$ cat config.mk
export PLATFORM = sky130hd
export DESIGN_NAME = lda_aligner
export DESIGN_NICKNAME = d
export VERILOG_FILES = /design/src/rtl/lda_pkg.sv /design/src/rtl/lda_decode.sv /design/src/rtl/lda_lane_sel.sv /design/src/rtl/lda_aligner.sv
export SDC_FILE = /design/constraint.sdc
export NUM_CORES = 1
export LEC_CHECK = 0
export CAP_MARGIN = 20
export CORE_MARGIN = 3
export CORE_UTILIZATION = 31
export CTS_CLUSTER_DIAMETER = 50
export DETAILED_ROUTE_END_ITERATION = 16
export PLACE_DENSITY_LB_ADDON = 0.25
export SYNTH_ARGS = -nofsm -noshare
export SYNTH_HDL_FRONTEND = slang
export SYNTH_SLANG_ARGS = --single-unit
$ cat constraint.sdc
create_clock -name clk -period 1.98 [get_ports clk]
set_clock_uncertainty 0.2 [all_clocks]
set_input_delay 0.594 -clock clk [delete_from_list [all_inputs] [get_ports clk]]
set_output_delay 0.594 -clock clk [all_outputs]
set_load 0.02 [all_outputs]
$ cat src/rtl/lda_pkg.sv
package lda_pkg;
  localparam int unsigned BYTE_W = 8;
  localparam logic [6:0] LOAD_OPCODE = 7'b0000011;
  localparam logic [2:0] F3_BYTE = 3'b000;
  localparam logic [2:0] F3_HALF = 3'b001;
  localparam logic [2:0] F3_WORD = 3'b010;

  typedef enum logic [1:0] {
    LD_NONE = 2'd0,
    LD_BYTE = 2'd1,
    LD_HALF = 2'd2,
    LD_WORD = 2'd3
  } ld_width_e;
endpackage

$ cat src/rtl/lda_decode.sv
module lda_decode
  import lda_pkg::*;
#(
  parameter int unsigned XLEN = 32
) (
  input  logic [XLEN-1:0] instr,
  output ld_width_e       width
);
  logic [6:0] opcode;
  logic [2:0] funct3;

  assign opcode = instr[6:0];
  assign funct3 = instr[14:12];

  always_comb begin
    width = LD_NONE;
    if (opcode == LOAD_OPCODE) begin
      unique case (funct3)
        F3_BYTE: width = LD_BYTE;
        F3_HALF: width = LD_HALF;
        F3_WORD: width = LD_WORD;
        default: width = LD_NONE;
      endcase
    end
  end
endmodule

$ cat src/rtl/lda_lane_sel.sv
module lda_lane_sel
  import lda_pkg::*;
#(
  parameter int unsigned XLEN = 32
) (
  input  ld_width_e                         width,
  input  logic [$clog2(XLEN/BYTE_W)-1:0]    offset,
  input  logic [XLEN-1:0]                   word,
  output logic [XLEN-1:0]                   value
);
  localparam int unsigned LANES = XLEN / BYTE_W;
  localparam int unsigned OFF_W = $clog2(LANES);
  localparam int unsigned HALF_W = 2 * BYTE_W;
  localparam logic [OFF_W-1:0] LAST_HALF_OFF = OFF_W'(LANES - 2);

  logic [LANES-1:0][XLEN-1:0] byte_ext;
  logic [LANES-1:0][XLEN-1:0] half_ext;

  for (genvar g = 0; g < LANES; g++) begin : g_lane
    logic [BYTE_W-1:0] b;
    assign b = word[g*BYTE_W +: BYTE_W];
    assign byte_ext[g] = {{(XLEN-BYTE_W){b[BYTE_W-1]}}, b};
    if (g < LANES - 1) begin : g_half
      logic [HALF_W-1:0] h;
      assign h = word[g*BYTE_W +: HALF_W];
      assign half_ext[g] = {{(XLEN-HALF_W){h[HALF_W-1]}}, h};
    end else begin : g_nohalf
      assign half_ext[g] = '0;
    end
  end

  always_comb begin
    value = '0;
    unique case (width)
      LD_BYTE: value = byte_ext[offset];
      LD_HALF: if (offset <= LAST_HALF_OFF) value = half_ext[offset];
      LD_WORD: if (offset == '0) value = word;
      default: value = '0;
    endcase
  end
endmodule

$ cat src/rtl/lda_aligner.sv
module lda_aligner
  import lda_pkg::*;
#(
  parameter int unsigned XLEN = 32
) (
  input  logic            clk,
  input  logic            rst,
  input  logic [XLEN-1:0] instr_i,
  input  logic [XLEN-1:0] addr_i,
  input  logic [XLEN-1:0] rdata_i,
  output logic [XLEN-1:0] result_o
);
  localparam int unsigned OFF_W = $clog2(XLEN / BYTE_W);

  ld_width_e       width;
  logic [XLEN-1:0] aligned_val;

  lda_decode #(.XLEN(XLEN)) u_decode (
    .instr (instr_i),
    .width (width)
  );

  lda_lane_sel #(.XLEN(XLEN)) u_lane (
    .width  (width),
    .offset (addr_i[OFF_W-1:0]),
    .word   (rdata_i),
    .value  (aligned_val)
  );

  always_ff @(posedge clk) begin
    if (rst) result_o <= '0;
    else     result_o <= aligned_val;
  end
endmodule

== Yosys cells after proc, flatten, opt, wreduce, memory -nomap -nowiden ==
Index checks and enable logic that the tools add are counted.
Cells by class
  $lt $le $gt $ge: 2
  equal/unequal tests: 6
  multiplexer cells: 9
  reductions and logical operators: 2
Operators with widths (number)
  $bmux 32 s2: 2
  $mux 32: 4
  $pmux 32 s3: 1
  $eq 7x2->1 const B: 1
  $pmux 2 s3: 1
  $eq 2x2->1 const B: 2
  $eq 3x1->1 const B: 1
  $eq 3x2->1 const B: 1
  $logic_not 3->1: 1
  $lt 2x3->1 const B: 1
  $eq 2x1->1 const B: 1
  $le 2x2->1 const B: 1
  $logic_not 2->1: 1
  $mux 2: 1
Storage, ports and cells
  register bits: 32
  output and inout bits: 32
  logic and storage cells: 20

== Logic depth before layout (Yosys ltp) ==
Gate-level depths: netlist of the first run.
  word-level depth: 5
  depth in mapped cells: 7
  gate-level depth less buffers: 4

== Cells and area by module ==
A second synthesis of the first run with hierarchy kept.
Unflattened totals
  cells, all modules: 194
  area total of the unflattened synthesis: 1875.5 um^2
By module, submodules not included
  lda_lane_sel: times used 1, cells an instance 122, area an instance 964.7 um^2, sequential area each 0.0 um^2
  lda_aligner: times used 1, cells an instance 67, area an instance 863.3 um^2, sequential area each 640.6 um^2
  lda_decode: times used 1, cells an instance 5, area an instance 47.5 um^2, sequential area each 0.0 um^2

== Least setup slack after synthesis of the first run ==
OpenSTA, ideal clock, no wires.
  kind: input to register
  start: in addr_i[0]
  end: reg result_o[22]
  library setup time: 0.120 ns
  arrival time: 1.824 ns
  slack: -0.164 ns
  cell stages on the path: 6
  buffers on the path: 2
  cells stage by stage: buf_6 -> mux4_2 -> nand4_4 -> a21boi_4 -> buf_6 -> a21oi_1
On the way
  word-level cells in the longest chain between the ends: 4
Ends and longest elaborated chain
  start, declared: line lda_aligner.sv:9  | input logic [XLEN-1:0] addr_i,
  $bmux 32 s2: line lda_lane_sel.sv:36  | LD_HALF: if (offset <= LAST_HALF_OFF) value = half_ext[offset];
  $mux 32 (implied by the code): line lda_lane_sel.sv:36
  $mux 32: line lda_lane_sel.sv:36
  $pmux 32 s3 *: line lda_lane_sel.sv:34  | unique case (width)
  end signal, assigned: line lda_aligner.sv:32  | else result_o <= aligned_val;
  end, declared: line lda_aligner.sv:11  | output logic [XLEN-1:0] result_o
Every way passes the cells marked *; elsewhere a longest branch is shown, timed or not. The select of a mux whose other input is x is not followed.
A chain may end at the register's enable or synchronous reset.

== Worst setup path in the final report of the first run ==
  start: in instr_i[4]
  end: reg result_o[22]
On the way
  word-level cells in the longest chain between the ends: 4
Ends and longest elaborated chain
  start, declared: line lda_aligner.sv:8  | input logic [XLEN-1:0] instr_i,
  $eq 7x2->1 *: line lda_decode.sv:17  | if (opcode == LOAD_OPCODE) begin
  $mux 2 *: line lda_decode.sv:17
  $eq 2x2->1 / $eq 2x1->1 (equally long branches): line lda_lane_sel.sv:34
  $pmux 32 s3 *: line lda_lane_sel.sv:34
Every way passes the cells marked *; elsewhere a longest branch is shown, timed or not.

==> results of run 1 <==
## critical path, delay by kind of cell
family / cells / cell delay (ns)
AO/OA/AOI/OAI: 1 / 0.13
buffers and inverters: 5 / 0.60
AND/OR/NAND/NOR: 3 / 0.75
## placed cells by master, fill, tap and decap left out, types with 6 or more instances in the layout
cell             netlist  final
a21oi_2                0     18
o21ai_0                8      8
dlygate4sd2_1          0     29
buf_16                 0      6
buf_6                  2     11
nand2_2                0     11
a21oi_1               34     16
clkdlybuf4s50_1        0     29
mux2i_1               14     14
o22ai_2                0      6
buf_12                 0      6
a31oi_1                9      7
nand2_1               41     23
buf_4                  2     34
nand2_4                0      6
dlymetal6s2s_1         0      7
dfxtp_1               32     32
## cells by family after synthesis
logic type,after synthesis,synth area share
buffers and inverters,17,0.0547
and+or+nand+nor,66,0.208
DFF,32,0.369
AOI/OAI and AO/OA,72,0.249
muxes,19,0.120
## how the worst max path moves through the flow
stage                    start      endpoint  cells after the start
floorplan            addr_i[0]  result_o[22]                      6
global placement     addr_i[0]  result_o[14]                      6
detailed placement   addr_i[0]  result_o[14]                      6
CTS                 instr_i[4]  result_o[11]                      8
global route        instr_i[4]  result_o[11]                      8
finish              instr_i[4]  result_o[22]                      9
## per-layer routing
layer,track usage,share of wire
met3,0.0488,0.071
met1,0.216,0.38
met2,0.378,0.53
met5,0,0
met4,0.0709,0.019
## cell type report
class	instances	area, um2	share of cell area
inverter	1	3.75	0.00107
clock buffer	6	72.6	0.0207
tap	70	87.6	0.0249
clock inverter	2	35.0	0.00997
sequential	32	641	0.182
timing repair buffer	133	1400	0.397
multi-input combinational	157	1280	0.364
## through the flow
step	total power, mW	area, um2	hold WS (ns)
4_1_cts	1.56	3400	0.564
3_5_place_dp	0.948	2840	0.996
5_1_grt	1.62	3510	0.590
3_3_place_gp	0.942	2840	1.01
2_1_floorplan	0.776	1770	0.530
6_report	1.57	3510	0.566
## what timing repair did
action                                  in CTS  in global routing
gates resized for setup                    116                 34
endpoints found under the setup margin      57                 39
setup buffers                               13                  1
gates cloned                                 7                  1
pin swaps                                   24                  8
## power by group
group          switching, mW  internal (mW)  leakage (nW)
Clock                  0.239          0.373        0.0552
Combinational          0.141          0.169          1.30
Sequential         0.0000171          0.644         0.258
==> metrics.cfg, run 1 <==
[finish]
regMostFlops=result_o
final_nets=428
reg_top3=result_o x32
layout.cells.non_filler=401
final_util=0.667
drive_above_1_share=0.399
fillers=422
largest_reg_flops=32
areaGrowthSynthToFinish_pct=102
n_antenna_cell=0

[synthesis]
async_reset_ff_frac=0
yosys_register_bits=32
synthDistinctLibCells=36
synth_top_area_cell=dfxtp_1
synth_area_mm2=0.00174
synth_warnings=0
ys_seq_area_frac=0.369
synthTopCellsByCount=nand2_1 (41), a21oi_1 (34), dfxtp_1 (32)
synth-edff-count=0
syn_area_per_cell_um2=8.43
synth_top_area_share=0.369
synth_most_common_cell=nand2_1
synth_top_cells_by_area=dfxtp_1 (37%), a21oi_1 (9.8%), nand2_1 (8.9%)
postSynthCellCount=206
postSynthNetCount=304
ys.flop_type=dfxtp_1

[setup_path]
slowest_delay_ns=0.54
cp_cell_sequence=buf_6 > or4_4 > buf_6 > nor3_4 > buf_12 > buf_12 > buf_16 > nand2_2 > a21oi_2
critical_path_arrival_ns=2.08
criticalPathCategory=in2reg
worstPathMaxFanout=6
cp.required_ns=1.99
cp_slowest_cell=or4_4
setup.worst_path.end_class=flip-flop
start_kind=input pin

[outcome]
status=finished with violations
violations=negative setup slack

[detailed_routing]
first_iter_violations=124
wire_per_inst_um=16.0
wirelength_mm=6.41
drt_pre_antenna_iters=5
via_per_inst=5.15
ant_nets=0
route.detailed.drc=0
vias=2065

[timing]
final.setup.tns_ns=-1.56
finalWorstSetupSlack_ns=-0.0855
fmax_mhz=484
max-slew-margin-rel=0.631
final-max-slew-violation-count=0
hold_violations=0
period_share=1.04
worst_pin_slew_ns=0.552
period_minus_slack_ns=2.07
finalSetupViolations=31
rsz0062_at_grt=yes

[min_path]
holdPathStages=4
hp-class=in2reg
min_from=rdata_i[23]
holdPathEnd=result_o[23]

[power_and_ir_drop]
cellPowerDensity_mw_per_mm2=446
vdd_drop_max_mv=0.269
p_leak_nw=1.61

[clocking]
cts_tree=yes
cts.clk_slew.worst_paths_ns=0.07
clock-root-buffer=clkbuf_8
clockBufferDepth=2
cts-buffers-inserted=5
cts.sink_count=32
postCtsHoldBufs=0
htree_levels=2

[die]
rows=26
io_pins=130
die-area_mm2=0.00654
core_region_area_mm2=0.00527
start_util=0.330
die_w_um=80.8
die_h_um=80.8

[global_routing]
grt_max_degree=38
first_global_vias=2165
overflow=0
grt_pass1_wl_mm=10.2
antenna_found_initial=0
grt.total_usage=0.201

[placed_design]
placed_cells=373
dp.final_hpwl_mm=4.11
port_buffers=77
dp_slack_ns=-0.642
gp_congestion=0.779

[run]
maxCapViolations=0

No activity file was read; power rests on OpenSTA's default activity.
==> run 2, diff against run 1 <==
--- a/config.mk
+++ b/config.mk
@@ -7,10 +7,10 @@
 export LEC_CHECK = 0
 export CAP_MARGIN = 20
 export CORE_MARGIN = 3
-export CORE_UTILIZATION = 31
+export CORE_UTILIZATION = 37
 export CTS_CLUSTER_DIAMETER = 50
 export DETAILED_ROUTE_END_ITERATION = 16
-export PLACE_DENSITY_LB_ADDON = 0.25
+export PLACE_DENSITY_LB_ADDON = 0.08
 export SYNTH_ARGS = -nofsm -noshare
 export SYNTH_HDL_FRONTEND = slang
 export SYNTH_SLANG_ARGS = --single-unit
==> constraint.sdc (replaced) <==
create_clock -name clk -period 2.5 [get_ports clk]
set_clock_uncertainty 0.2 [all_clocks]
set_input_delay 0.75 -clock clk [delete_from_list [all_inputs] [get_ports clk]]
set_output_delay 0.75 -clock clk [all_outputs]
set_load 0.02 [all_outputs]
==> metrics.cfg, run 2 (synthesis results as in run 1) <==
[outcome]
status=completed

[global_routing]
grt_pass1_wl_mm=9.27  ; -8.8%
first_global_vias=1890  ; -13%
antenna_found_initial=0  ; unchanged
grt_max_degree=28  ; -26%
overflow=0  ; unchanged
grt.total_usage=0.223  ; +0.0217

[placed_design]
port_buffers=77  ; unchanged
dp.final_hpwl_mm=4.07  ; -0.90%
gp_congestion=0.859  ; +10%
place_area_mm2=0.00276  ; -2.8%

[detailed_routing]
drt_pre_antenna_iters=4  ; -1
wirelength_mm=5.79  ; -9.8%
first_iter_violations=129  ; +4.0%
ant_nets=0  ; unchanged
wire_per_inst_um=15.8  ; -1.2%
via_per_inst=5.30  ; +3.0%
vias=1941  ; -6.0%
route.detailed.drc=0  ; unchanged

[finish]
final_common_cell=clkdlybuf4s50_1
n_antenna_cell=0  ; unchanged
final_nets=411  ; -4.0%
drive_above_1_share=0.217  ; -0.182
largest_reg_flops=32  ; unchanged
design_area_mm2=0.00304  ; -14%
regMostFlops=result_o
areaGrowthSynthToFinish_pct=74.9
final_cell_mix=clkdlybuf4s50_1 (75), nand2_1 (41), dfxtp_1 (32)
reg_top3=result_o x32
fillers=372  ; -12%

[clocking]
clockBufferDepth=2  ; unchanged
cts.sink_count=32  ; unchanged
cts.clk_slew.worst_paths_ns=0.07  ; about the same
postCtsHoldBufs=0  ; unchanged
cts_tree=yes
clock-root-buffer=clkbuf_8
cts-buffers-inserted=5  ; unchanged
htree_levels=2  ; unchanged

[timing]
hold_violations=0  ; unchanged
fmax_mhz=409
period_share=0.979
hold_slack_ns=0.869  ; +0.303 ns
max-slew-margin-rel=0.659  ; +0.0277
rsz0062_at_grt=yes
final-max-slew-violation-count=0  ; unchanged
period_minus_slack_ns=2.45
finalSetupViolations=0  ; -100%
worst_pin_slew_ns=0.510  ; -0.0414 ns

[setup_path]
start_kind=input pin
criticalPathCategory=in2reg
critical_path_arrival_ns=2.46  ; +0.38 ns
setup.worst_path.end_class=flip-flop
cp_cell_sequence=clkdlybuf4s50_1 > or4_4 > nor3_4 > buf_4 > nand2_1 > buf_12 > a31oi_1
slowest_delay_ns=0.59  ; +0.05 ns
cp_slowest_cell=or4_4
crit_buf_inv=3  ; -2
worstPathMaxFanout=25  ; +19
critical-path-top-delay-family=simple AND/OR/NAND/NOR gates
cp.required_ns=2.51  ; +0.52 ns

[min_path]
holdPathStages=3  ; -1
hp-class=in2reg
min_from=rdata_i[30]
holdPathEnd=result_o[30]

[die]
die_w_um=74.5  ; -7.8%
core_region_area_mm2=0.00444  ; -16%
die-area_mm2=0.00555  ; -15%
die_h_um=74.5  ; -7.8%
io_pins=130  ; unchanged
rows=24  ; -7.7%
start_util=0.391  ; +0.0612

[run]
maxCapViolations=0  ; unchanged

[power_and_ir_drop]
cellPowerDensity_mw_per_mm2=422  ; -5.5%
p_leak_nw=1.14  ; -29%
vdd_drop_max_mv=0.255  ; -5.2%

[run 2: cell count changes in the layout (fill, tap and decap cells not counted), sizes merged]
cell,before,now
buf,61,39
clkbuf,8,7
clkdlybuf4s15,5,0
clkdlybuf4s50,29,75
clkinv,2,1
dlygate4sd2,29,1
dlymetal6s2s,7,1
[run 2: how the worst max path moves through the flow]
stage | cells past startpoint | end | from
after floorplan | 6 | result_o[22] | addr_i[0]
after global placement | 7 | result_o[17] | addr_i[0]
after detailed placement | 7 | result_o[17] | addr_i[0]
after CTS | 8 | result_o[17] | instr_i[3]
after global routing | 9 | result_o[28] | instr_i[4]
final | 7 | result_o[7] | instr_i[5]
[run 2: layout make-up]
| cell class | count | area, um2 | share of cell area |
|---|---|---|---|
| multi-input cells | 157 | 1040 | 0.344 |
| well taps | 52 | 65.1 | 0.0214 |
| flip-flops and latches | 32 | 641 | 0.211 |
| repair buffers | 116 | 1160 | 0.381 |
| clock buffers | 7 | 96.3 | 0.0317 |
| clock inverters | 1 | 30.0 | 0.00989 |
| inverters | 1 | 3.75 | 0.00124 |
[run 2: metrics by stage]
| step | TNS, ns | setup slack [ns] | std cells | power, mW | util |
|---|---|---|---|---|---|
| global placement | -8.47 | -0.317 | 351 | 0.736 | 0.621 |
| CTS | 0 | 0.0272 | 366 | 1.28 | 0.674 |
| global route | -0.00191 | -0.00191 | 366 | 1.33 | 0.683 |
| detailed placement | -8.72 | -0.332 | 351 | 0.737 | 0.621 |
| floorplan | 0 | 0.200 | 206 | 0.612 | - |
| finish | 0 | 0.0535 | 366 | 1.28 | 0.683 |
[run 2: where the power goes]
group          switching, mW  internal, mW
clock network          0.196         0.352
registers          0.0000161         0.510
logic                 0.0958         0.128
total                  0.291         0.989
[run 2: timing repair]
item	CTS	global route
setup buffers	5	0
pin swaps	1	2
cloned	2	0
setup endpoints to repair	1	27
gates resized for setup	8	10
[run 2: metal layers]
| layer | track usage | vias up | share of wire |
|---|---|---|---|
| met5 | 0 | - | 0 |
| met1 | 0.298 | 878 | 0.46 |
| met2 | 0.348 | 74 | 0.45 |
| met4 | 0.0652 | 0 | 0.013 |
| li1 | - | 979 | - |
| met3 | 0.0649 | 10 | 0.075 |
==> run 3, diff against run 2 <==
--- a/config.mk
+++ b/config.mk
@@ -5,12 +5,14 @@
 export SDC_FILE = /design/constraint.sdc
 export NUM_CORES = 1
 export LEC_CHECK = 0
-export CAP_MARGIN = 20
+export ABC_AREA = 0
+export CAP_MARGIN = 10
 export CORE_MARGIN = 3
 export CORE_UTILIZATION = 37
 export CTS_CLUSTER_DIAMETER = 50
 export DETAILED_ROUTE_END_ITERATION = 16
 export PLACE_DENSITY_LB_ADDON = 0.08
+export SLEW_MARGIN = 20
 export SYNTH_ARGS = -nofsm -noshare
 export SYNTH_HDL_FRONTEND = slang
 export SYNTH_SLANG_ARGS = --single-unit
==> results of run 3 <==
No change in the layout: final DEF, timing and power equal those of run 2.
